===== src/rtl/tod_pkg.sv =====
package tod_pkg;

    localparam int ADDR_W = 5;

    localparam logic [ADDR_W-1:0] OFS_TIME_LO = 5'h00;
    localparam logic [ADDR_W-1:0] OFS_TIME_HI = 5'h04;
    localparam logic [ADDR_W-1:0] OFS_STEP_LO = 5'h08;
    localparam logic [ADDR_W-1:0] OFS_STEP_HI = 5'h0C;
    localparam logic [ADDR_W-1:0] OFS_CTRL    = 5'h10;

    localparam int CTRL_RUN_BIT = 0;

endpackage


===== src/rtl/tod_regif.sv =====
module tod_regif
    import tod_pkg::*;
#(
    parameter int BUS_W = 32,
    localparam int WIDE_W = 2 * BUS_W
) (
    input  logic              clk,
    input  logic              rst_n,
    input  logic              bus_wr,
    input  logic              bus_rd,
    input  logic [ADDR_W-1:0] bus_addr,
    input  logic [BUS_W-1:0]  bus_wdata,
    output logic [BUS_W-1:0]  bus_rdata,
    input  logic [WIDE_W-1:0] live_time,
    output logic              time_load,
    output logic [WIDE_W-1:0] time_load_val,
    output logic [WIDE_W-1:0] step_q,
    output logic              run_q
);

    typedef struct packed {
        logic [BUS_W-1:0]  time_lo_stage;
        logic [BUS_W-1:0]  step_lo_stage;
        logic [WIDE_W-1:0] step;
        logic              run;
        logic [BUS_W-1:0]  snap_hi;
        logic [BUS_W-1:0]  rdata;
    } regif_t;

    regif_t st_q, st_d;

    always_comb begin
        st_d          = st_q;
        time_load     = 1'b0;
        time_load_val = {bus_wdata, st_q.time_lo_stage};
        if (bus_wr) begin
            case (bus_addr)
                OFS_TIME_LO: st_d.time_lo_stage = bus_wdata;
                OFS_TIME_HI: time_load          = 1'b1;
                OFS_STEP_LO: st_d.step_lo_stage = bus_wdata;
                OFS_STEP_HI: st_d.step          = {bus_wdata, st_q.step_lo_stage};
                OFS_CTRL:    st_d.run           = bus_wdata[CTRL_RUN_BIT];
                default:     ;
            endcase
        end
        if (bus_rd) begin
            case (bus_addr)
                OFS_TIME_LO: begin
                    st_d.rdata   = live_time[BUS_W-1:0];
                    st_d.snap_hi = live_time[WIDE_W-1:BUS_W];
                end
                OFS_TIME_HI: st_d.rdata = st_q.snap_hi;
                OFS_STEP_LO: st_d.rdata = st_q.step[BUS_W-1:0];
                OFS_STEP_HI: st_d.rdata = st_q.step[WIDE_W-1:BUS_W];
                OFS_CTRL:    st_d.rdata = {{(BUS_W-1){1'b0}}, st_q.run};
                default:     st_d.rdata = '0;
            endcase
        end
    end

    always_ff @(posedge clk or negedge rst_n) begin
        if (!rst_n) st_q <= '0;
        else        st_q <= st_d;
    end

    assign bus_rdata = st_q.rdata;
    assign step_q    = st_q.step;
    assign run_q     = st_q.run;

    // staging the low step word leaves the running step alone
    a_r7_lo_stage_keeps_step: assert property (@(posedge clk) disable iff (!rst_n)
        (bus_wr && bus_addr == OFS_STEP_LO) |=> $stable(step_q));

    // unmapped reads return zero
    a_r10_unmapped_read_zero: assert property (@(posedge clk) disable iff (!rst_n)
        (bus_rd && bus_addr != OFS_TIME_LO && bus_addr != OFS_TIME_HI &&
         bus_addr != OFS_STEP_LO && bus_addr != OFS_STEP_HI && bus_addr != OFS_CTRL)
        |=> (bus_rdata == '0));

    // a high-word read does not disturb the snapshot it returns
    a_r8_hi_read_stable_snapshot: assert property (@(posedge clk) disable iff (!rst_n)
        (bus_rd && bus_addr == OFS_TIME_HI) |=> $stable(st_q.snap_hi));

endmodule


===== src/rtl/tod_accum.sv =====
module tod_accum #(
    parameter int NS_W   = 64,
    parameter int FRAC_W = 32,
    parameter int STEP_W = 64,
    localparam int INT_W = STEP_W - FRAC_W
) (
    input  logic              clk,
    input  logic              rst_n,
    input  logic              run,
    input  logic [STEP_W-1:0] step,
    input  logic              load,
    input  logic [NS_W-1:0]   load_val,
    output logic [NS_W-1:0]   time_q
);

    typedef struct packed {
        logic [NS_W-1:0]   ns;
        logic [FRAC_W-1:0] frac;
    } acc_t;

    acc_t acc_q, acc_d;
    logic [FRAC_W:0]  frac_sum;
    logic [INT_W-1:0] step_int;

    assign step_int = step[STEP_W-1:FRAC_W];

    always_comb begin
        acc_d    = acc_q;
        frac_sum = {1'b0, acc_q.frac} + {1'b0, step[FRAC_W-1:0]};
        if (load) begin
            acc_d.ns   = load_val;
            acc_d.frac = '0;
        end else if (run) begin
            acc_d.frac = frac_sum[FRAC_W-1:0];
            acc_d.ns   = acc_q.ns + NS_W'(step_int) + NS_W'(frac_sum[FRAC_W]);
        end
    end

    always_ff @(posedge clk or negedge rst_n) begin
        if (!rst_n) acc_q <= '0;
        else        acc_q <= acc_d;
    end

    assign time_q = acc_q.ns;

    // time holds while counting is disabled
    a_r3_hold_when_stopped: assert property (@(posedge clk) disable iff (!rst_n)
        (!run && !load) |=> $stable(time_q));

    // a zero step freezes the time
    a_r4_zero_step_freezes: assert property (@(posedge clk) disable iff (!rst_n)
        (step == '0 && !load) |=> $stable(time_q));

    // a load lands exactly and clears the fraction
    a_r6_load_wins: assert property (@(posedge clk) disable iff (!rst_n)
        load |=> (time_q == $past(load_val) && acc_q.frac == '0));

    // each step advances by the integer part plus at most one carry
    a_r2_step_size: assert property (@(posedge clk) disable iff (!rst_n)
        (run && !load) |=>
        ((time_q == $past(time_q) + NS_W'($past(step_int))) ||
         (time_q == $past(time_q) + NS_W'($past(step_int)) + NS_W'(1))));

endmodule


===== src/rtl/tod_counter.sv =====
module tod_counter
    import tod_pkg::*;
#(
    parameter int BUS_W  = 32,
    parameter int FRAC_W = 32,
    localparam int NS_W  = 2 * BUS_W
) (
    input  logic              clk,
    input  logic              rst_n,
    input  logic              bus_wr,
    input  logic              bus_rd,
    input  logic [4:0]        bus_addr,
    input  logic [BUS_W-1:0]  bus_wdata,
    output logic [BUS_W-1:0]  bus_rdata,
    output logic [NS_W-1:0]   tod_ns
);

    logic            time_load;
    logic [NS_W-1:0] time_load_val;
    logic [NS_W-1:0] step_q;
    logic            run_q;

    tod_regif #(.BUS_W(BUS_W)) u_regif (
        .clk           (clk),
        .rst_n         (rst_n),
        .bus_wr        (bus_wr),
        .bus_rd        (bus_rd),
        .bus_addr      (bus_addr),
        .bus_wdata     (bus_wdata),
        .bus_rdata     (bus_rdata),
        .live_time     (tod_ns),
        .time_load     (time_load),
        .time_load_val (time_load_val),
        .step_q        (step_q),
        .run_q         (run_q)
    );

    tod_accum #(.NS_W(NS_W), .FRAC_W(FRAC_W), .STEP_W(NS_W)) u_accum (
        .clk      (clk),
        .rst_n    (rst_n),
        .run      (run_q),
        .step     (step_q),
        .load     (time_load),
        .load_val (time_load_val),
        .time_q   (tod_ns)
    );

endmodule


===== config.mk =====
export PLATFORM = sky130hd
export DESIGN_NAME = tod_counter
export DESIGN_NICKNAME = d
export VERILOG_FILES = /design/src/rtl/tod_pkg.sv /design/src/rtl/tod_regif.sv /design/src/rtl/tod_accum.sv /design/src/rtl/tod_counter.sv
export SDC_FILE = /design/constraint.sdc
export NUM_CORES = 1
export LEC_CHECK = 0
export ABC_CLOCK_PERIOD_IN_PS = 9000
export CAP_MARGIN = 10
export CORE_ASPECT_RATIO = 1.75
export CORE_UTILIZATION = 55
export DETAILED_ROUTE_END_ITERATION = 12
export PLACE_DENSITY = 0.81
export SLEW_MARGIN = 20
export SYNTH_ARGS = -nofsm -noshare
export SYNTH_HDL_FRONTEND = slang
export SYNTH_SLANG_ARGS = --single-unit

===== constraint.sdc =====
create_clock -name clk -period 9 [get_ports clk]
set_clock_uncertainty 0.05 [all_clocks]
set_input_delay 1.35 -clock clk [delete_from_list [all_inputs] [get_ports clk]]
set_output_delay 1.35 -clock clk [all_outputs]
set_load 0.01 [all_outputs]

==> results.md <==
- Status: complete, no violations
- Die Wd: 131.0 um
- WL met2: 22,540 um
- Core ar.: 28,630 um2
- Setup crit end kind: flop
- Cell Area, Synth: 16,010 um2
- Uppermost layer routed: met4
- Combinational power share: 0.378
- Initial Utilization: 0.5594
- Reg2reg start: u_regif.step_q[0]
- Worst-path cell chain: ha_1 > fa_1 > a21o_1 > a221oi_1 > nor3_1 > o21ai_0 > o31ai_1 > a211o_1 > nand4_1 > a31oi_1 > nor4_1 > o21ba_2 > fa_1 > fa_1 > nor2b_1 > o21ai_0 > a21boi_0 > o21ai_0 > a211o_1 > nand2_1 > o21ai_1 > nor3_1 > xnor2_1 > a21oi_1
- Post-route ant nets: 0
- Global Route Usage Sum: 0.3006
- Post-CTS resize count: 0
- CP max stage delay: 0.74 ns
- Number of global-route vias before repair: 12,650
- Iteration-0 DRC Markers: 803
- Switching part of the total: 0.3677
- PwrDens: 286.8 nW/um2
- Pin count of the biggest net entering global routing: 160
- HP Class: reg -> reg
- Remaining DRCs: 0
- Nets: 1,660
- Detailed placer's ending HPWL: 30,660 um
- Hold Path Depth: 2
- Sequential share of power: 0.389
- Share of layout cells above drive strength 1: 0.1532
- CTS tree: built
- Achievable Freq: 142.4 MHz
- Ys Warns: 0
- Power Total: 5141 uW
- CTS H-tree depth: 1
- Initial antenna violation count: 0
- Final-layout fill cell count: 2,278
- Total gr overflow: 0
- WS Path Type: reg -> reg
- WL per Instance: 22.48 um
- Global-route wire length before repair: 68,180 um
- Routability cong.: 0.9367
- Primary FF master, synth: dfrtp_1
- Clk_lat worst skew: 0.56 ns
- Final period util: 0.7803
- Peak VDD IR: 0.1760 mV
- Crit path arrival time: 7.37 ns
- Endpoints failing hold: 0
- Via density: 6.250
- Worst-Margin Slew: 0.9468 ns
- Via count: 12,190
- Ys async rst share: 1.000
- Post-synth EDFFs: 0
- # rows: 82
- Psw: 1890 uW
- Hold Crit Start: u_regif.time_load_val[7]
- Crit Path Max Fanout: 8
- Startpoint Class: flop
- Slowest cell on crit path: a221oi_1
- WP data required: 9.35 ns
- Top Ports: 137
- Setup Viol. Count Final: 0
- Leakage: 0.007899 uW
- FF-to-FF setup slack: 1.98 ns
- Die ar.: 29,830 um2
- Mapped Cells: 1,535
- Tmin final: 7.022 ns
- RSZ-0062 raised after global routing: false
- Syn_nets: 1,642
- Post-Route WL: 43,870 um
- Sink Count: 289
- Cts bufs inserted: 27
- Sequential share of the synthesized area: 0.4516
- R2r worst-path depth: 24
- Post-CTS Setup Repair Bufs: 0
- Max Slew Vio Count: 0
- Syn-to-layout area delta: 11.95%
- Clock power share: 0.233
- Worst rel slew slack: 0.3688
- Worst hold endpoint: u_accum.time_q[7]
- CTS root buf: clkbuf_16
- Port bufs: 136
- Die Ht: 227.7 um
- Synth cell types: 64
- Synth Register Bits: 289
- Hold Buf Count CTS: 0
- Diode count: 0
- CTS clock-pin slew for the worst setup and hold paths: 0.06 ns
- FF-to-FF End: u_accum.time_q[58]
- Syn avg cell area: 10.43 um2
- Setup TNS: 0 ns
- Routed wl met3: 2071 um
- Post-Route M1 WL: 16,160 um
- CTS max path bufs: 3
- Pre-Repair DR Iteration Count: 10
- Int Pwr: 3251 uW
- Max Cap Viol: 0
## stage by stage
step	hold slack, ns	cell area (um2)	cells	utilization	setup slack [ns]
floorplan	0.3831	16010	1535	-	3.533
finish	0.4225	17930	1951	0.6263	1.978
detailed placement	0.4064	16970	1901	0.5929	2.201
CTS	0.4182	17900	1950	0.6253	2.131
global placement	0.3905	16970	1901	0.5929	2.482
global route	0.4467	17930	1951	0.6263	1.733
## area by class of cell
cell class / count / area [um2] / share of cell area
tap: 378 / 473.0 / 0.02638
clock buffer: 37 / 773.2 / 0.04313
clock inverter: 12 / 153.9 / 0.008585
multi-input combinational: 1022 / 7546 / 0.4209
sequential: 289 / 7233 / 0.4035
timing repair buffer: 152 / 1519 / 0.08473
inverter: 61 / 229.0 / 0.01277
## power by group through the flow
| stage | Combinational (uW) | Clock (uW) | Sequential [uW] |
|---|---|---|---|
| floorplan | 1510 | 0 | 1850 |
| global placement | 1870 | 0 | 1990 |
| CTS | 1930 | 1210 | 1990 |
| global route | 2130 | 1260 | 2030 |
| finish | 1940 | 1200 | 2000 |
| detailed placement | 1920 | 0 | 2010 |
## metal layers
| metal | GRT usage | up-vias |
|---|---|---|
| li1 | - | 5439 |
| met1 | 0.3437 | 6067 |
| met2 | 0.5160 | 510 |
| met3 | 0.03025 | 178 |
| met4 | 0.2094 | 0 |
| met5 | 0 | - |
## synth_stat cells (4+ instances only)
library cell / n / area, um2
a211oi_1: 6 / 45.04
a21boi_0: 32 / 240.2
a21o_1: 25 / 187.7
a21oi_1: 87 / 435.4
a222oi_1: 31 / 310.3
a31oi_1: 15 / 93.84
and2_1: 4 / 25.02
and3_1: 10 / 62.56
and4_1: 4 / 35.03
buf_1: 10 / 37.54
buf_4: 97 / 728.2
buf_6: 6 / 67.56
clkbuf_1: 50 / 187.7
dfrtp_1: 289 / 7232
ha_1: 63 / 788.3
inv_1: 60 / 225.2
mux2_2: 158 / 1779
mux2i_1: 36 / 360.4
nand2_1: 111 / 416.7
nand2b_1: 6 / 37.54
nand3_1: 20 / 100.1
nand4_1: 18 / 112.6
nor2_1: 93 / 349.1
nor2b_1: 8 / 50.05
nor3_1: 15 / 75.07
nor3b_1: 4 / 30.03
nor4_1: 6 / 37.54
o211ai_1: 5 / 37.54
o21a_1: 7 / 52.55
o21ai_0: 82 / 410.4
o21bai_1: 9 / 67.56
o22ai_1: 34 / 212.7
or3_1: 6 / 37.54
xnor2_1: 60 / 525.5
xor2_1: 20 / 175.2
## worst max path at each step
stage                           start                  to  slack [ns]  depth (start not counted)
floorplan           u_regif.step_q[5]  u_accum.time_q[56]        3.53                         23
global placement    u_regif.step_q[0]  u_accum.time_q[46]        2.48                         24
detailed placement  u_regif.step_q[0]  u_accum.time_q[58]        2.20                         24
CTS                 u_regif.step_q[0]  u_accum.time_q[58]        2.13                         24
global route        u_regif.step_q[0]  u_accum.time_q[62]        1.73                         24
finish              u_regif.step_q[0]  u_accum.time_q[58]        1.98                         24
## cells by family after synthesis
kind of cell               share of synthesized area
AOI/OAI and AO/OA                             0.1475
xor gates and xnor gates                     0.04375
adders and majority gates                    0.05297
buffers and inverters                        0.07805
DFF                                           0.4516
muxes                                         0.1336
and+or+nand+nor                              0.09251
## critical path: cells and delay by family (launching register included)
kind | cells | cell delay [ns]
simple gates | 6 | 0.85
fa+ha+maj | 4 | 1.10
compound gates | 13 | 4.26
flops | 1 | 0.40
xor+xnor | 1 | 0.20
## placed cells by master, fill, tap and decap left out, types with 5 or more instances in the layout
cell and n:
clkbuf_8 6, nand2b_1 6, xnor2_1 60, xor2_1 20
mux2i_1 36, a31oi_1 15, nand4_1 18, and3_1 10
clkdlybuf4s50_1 135, or3_1 6, ha_1 63, buf_4 14
a21boi_0 32, o211ai_1 5, a211oi_1 6, nor2_1 92
inv_1 60, dfrtp_1 288, nand2_1 110, mux2_2 158
o21a_1 7, nor3_1 15, a222oi_1 31, clkbuf_16 27
nor2b_1 7, a21o_1 25, o21ai_0 82, o22ai_1 34
a21oi_1 87, nor4_1 6, o21bai_1 9, nand3_1 20
## state kept, by name, indices dropped and copies added (netlist names)
| signal | cells |
|---|---|
| u_accum.acc_q | 32 |
| u_accum.time_q | 64 |
| u_regif.bus_rdata | 32 |
| u_regif.run_q | 1 |
| u_regif.st_q | 64 |
| u_regif.step_q | 64 |
| u_regif.time_load_val | 32 |
(Power assumes the default switching activity.)
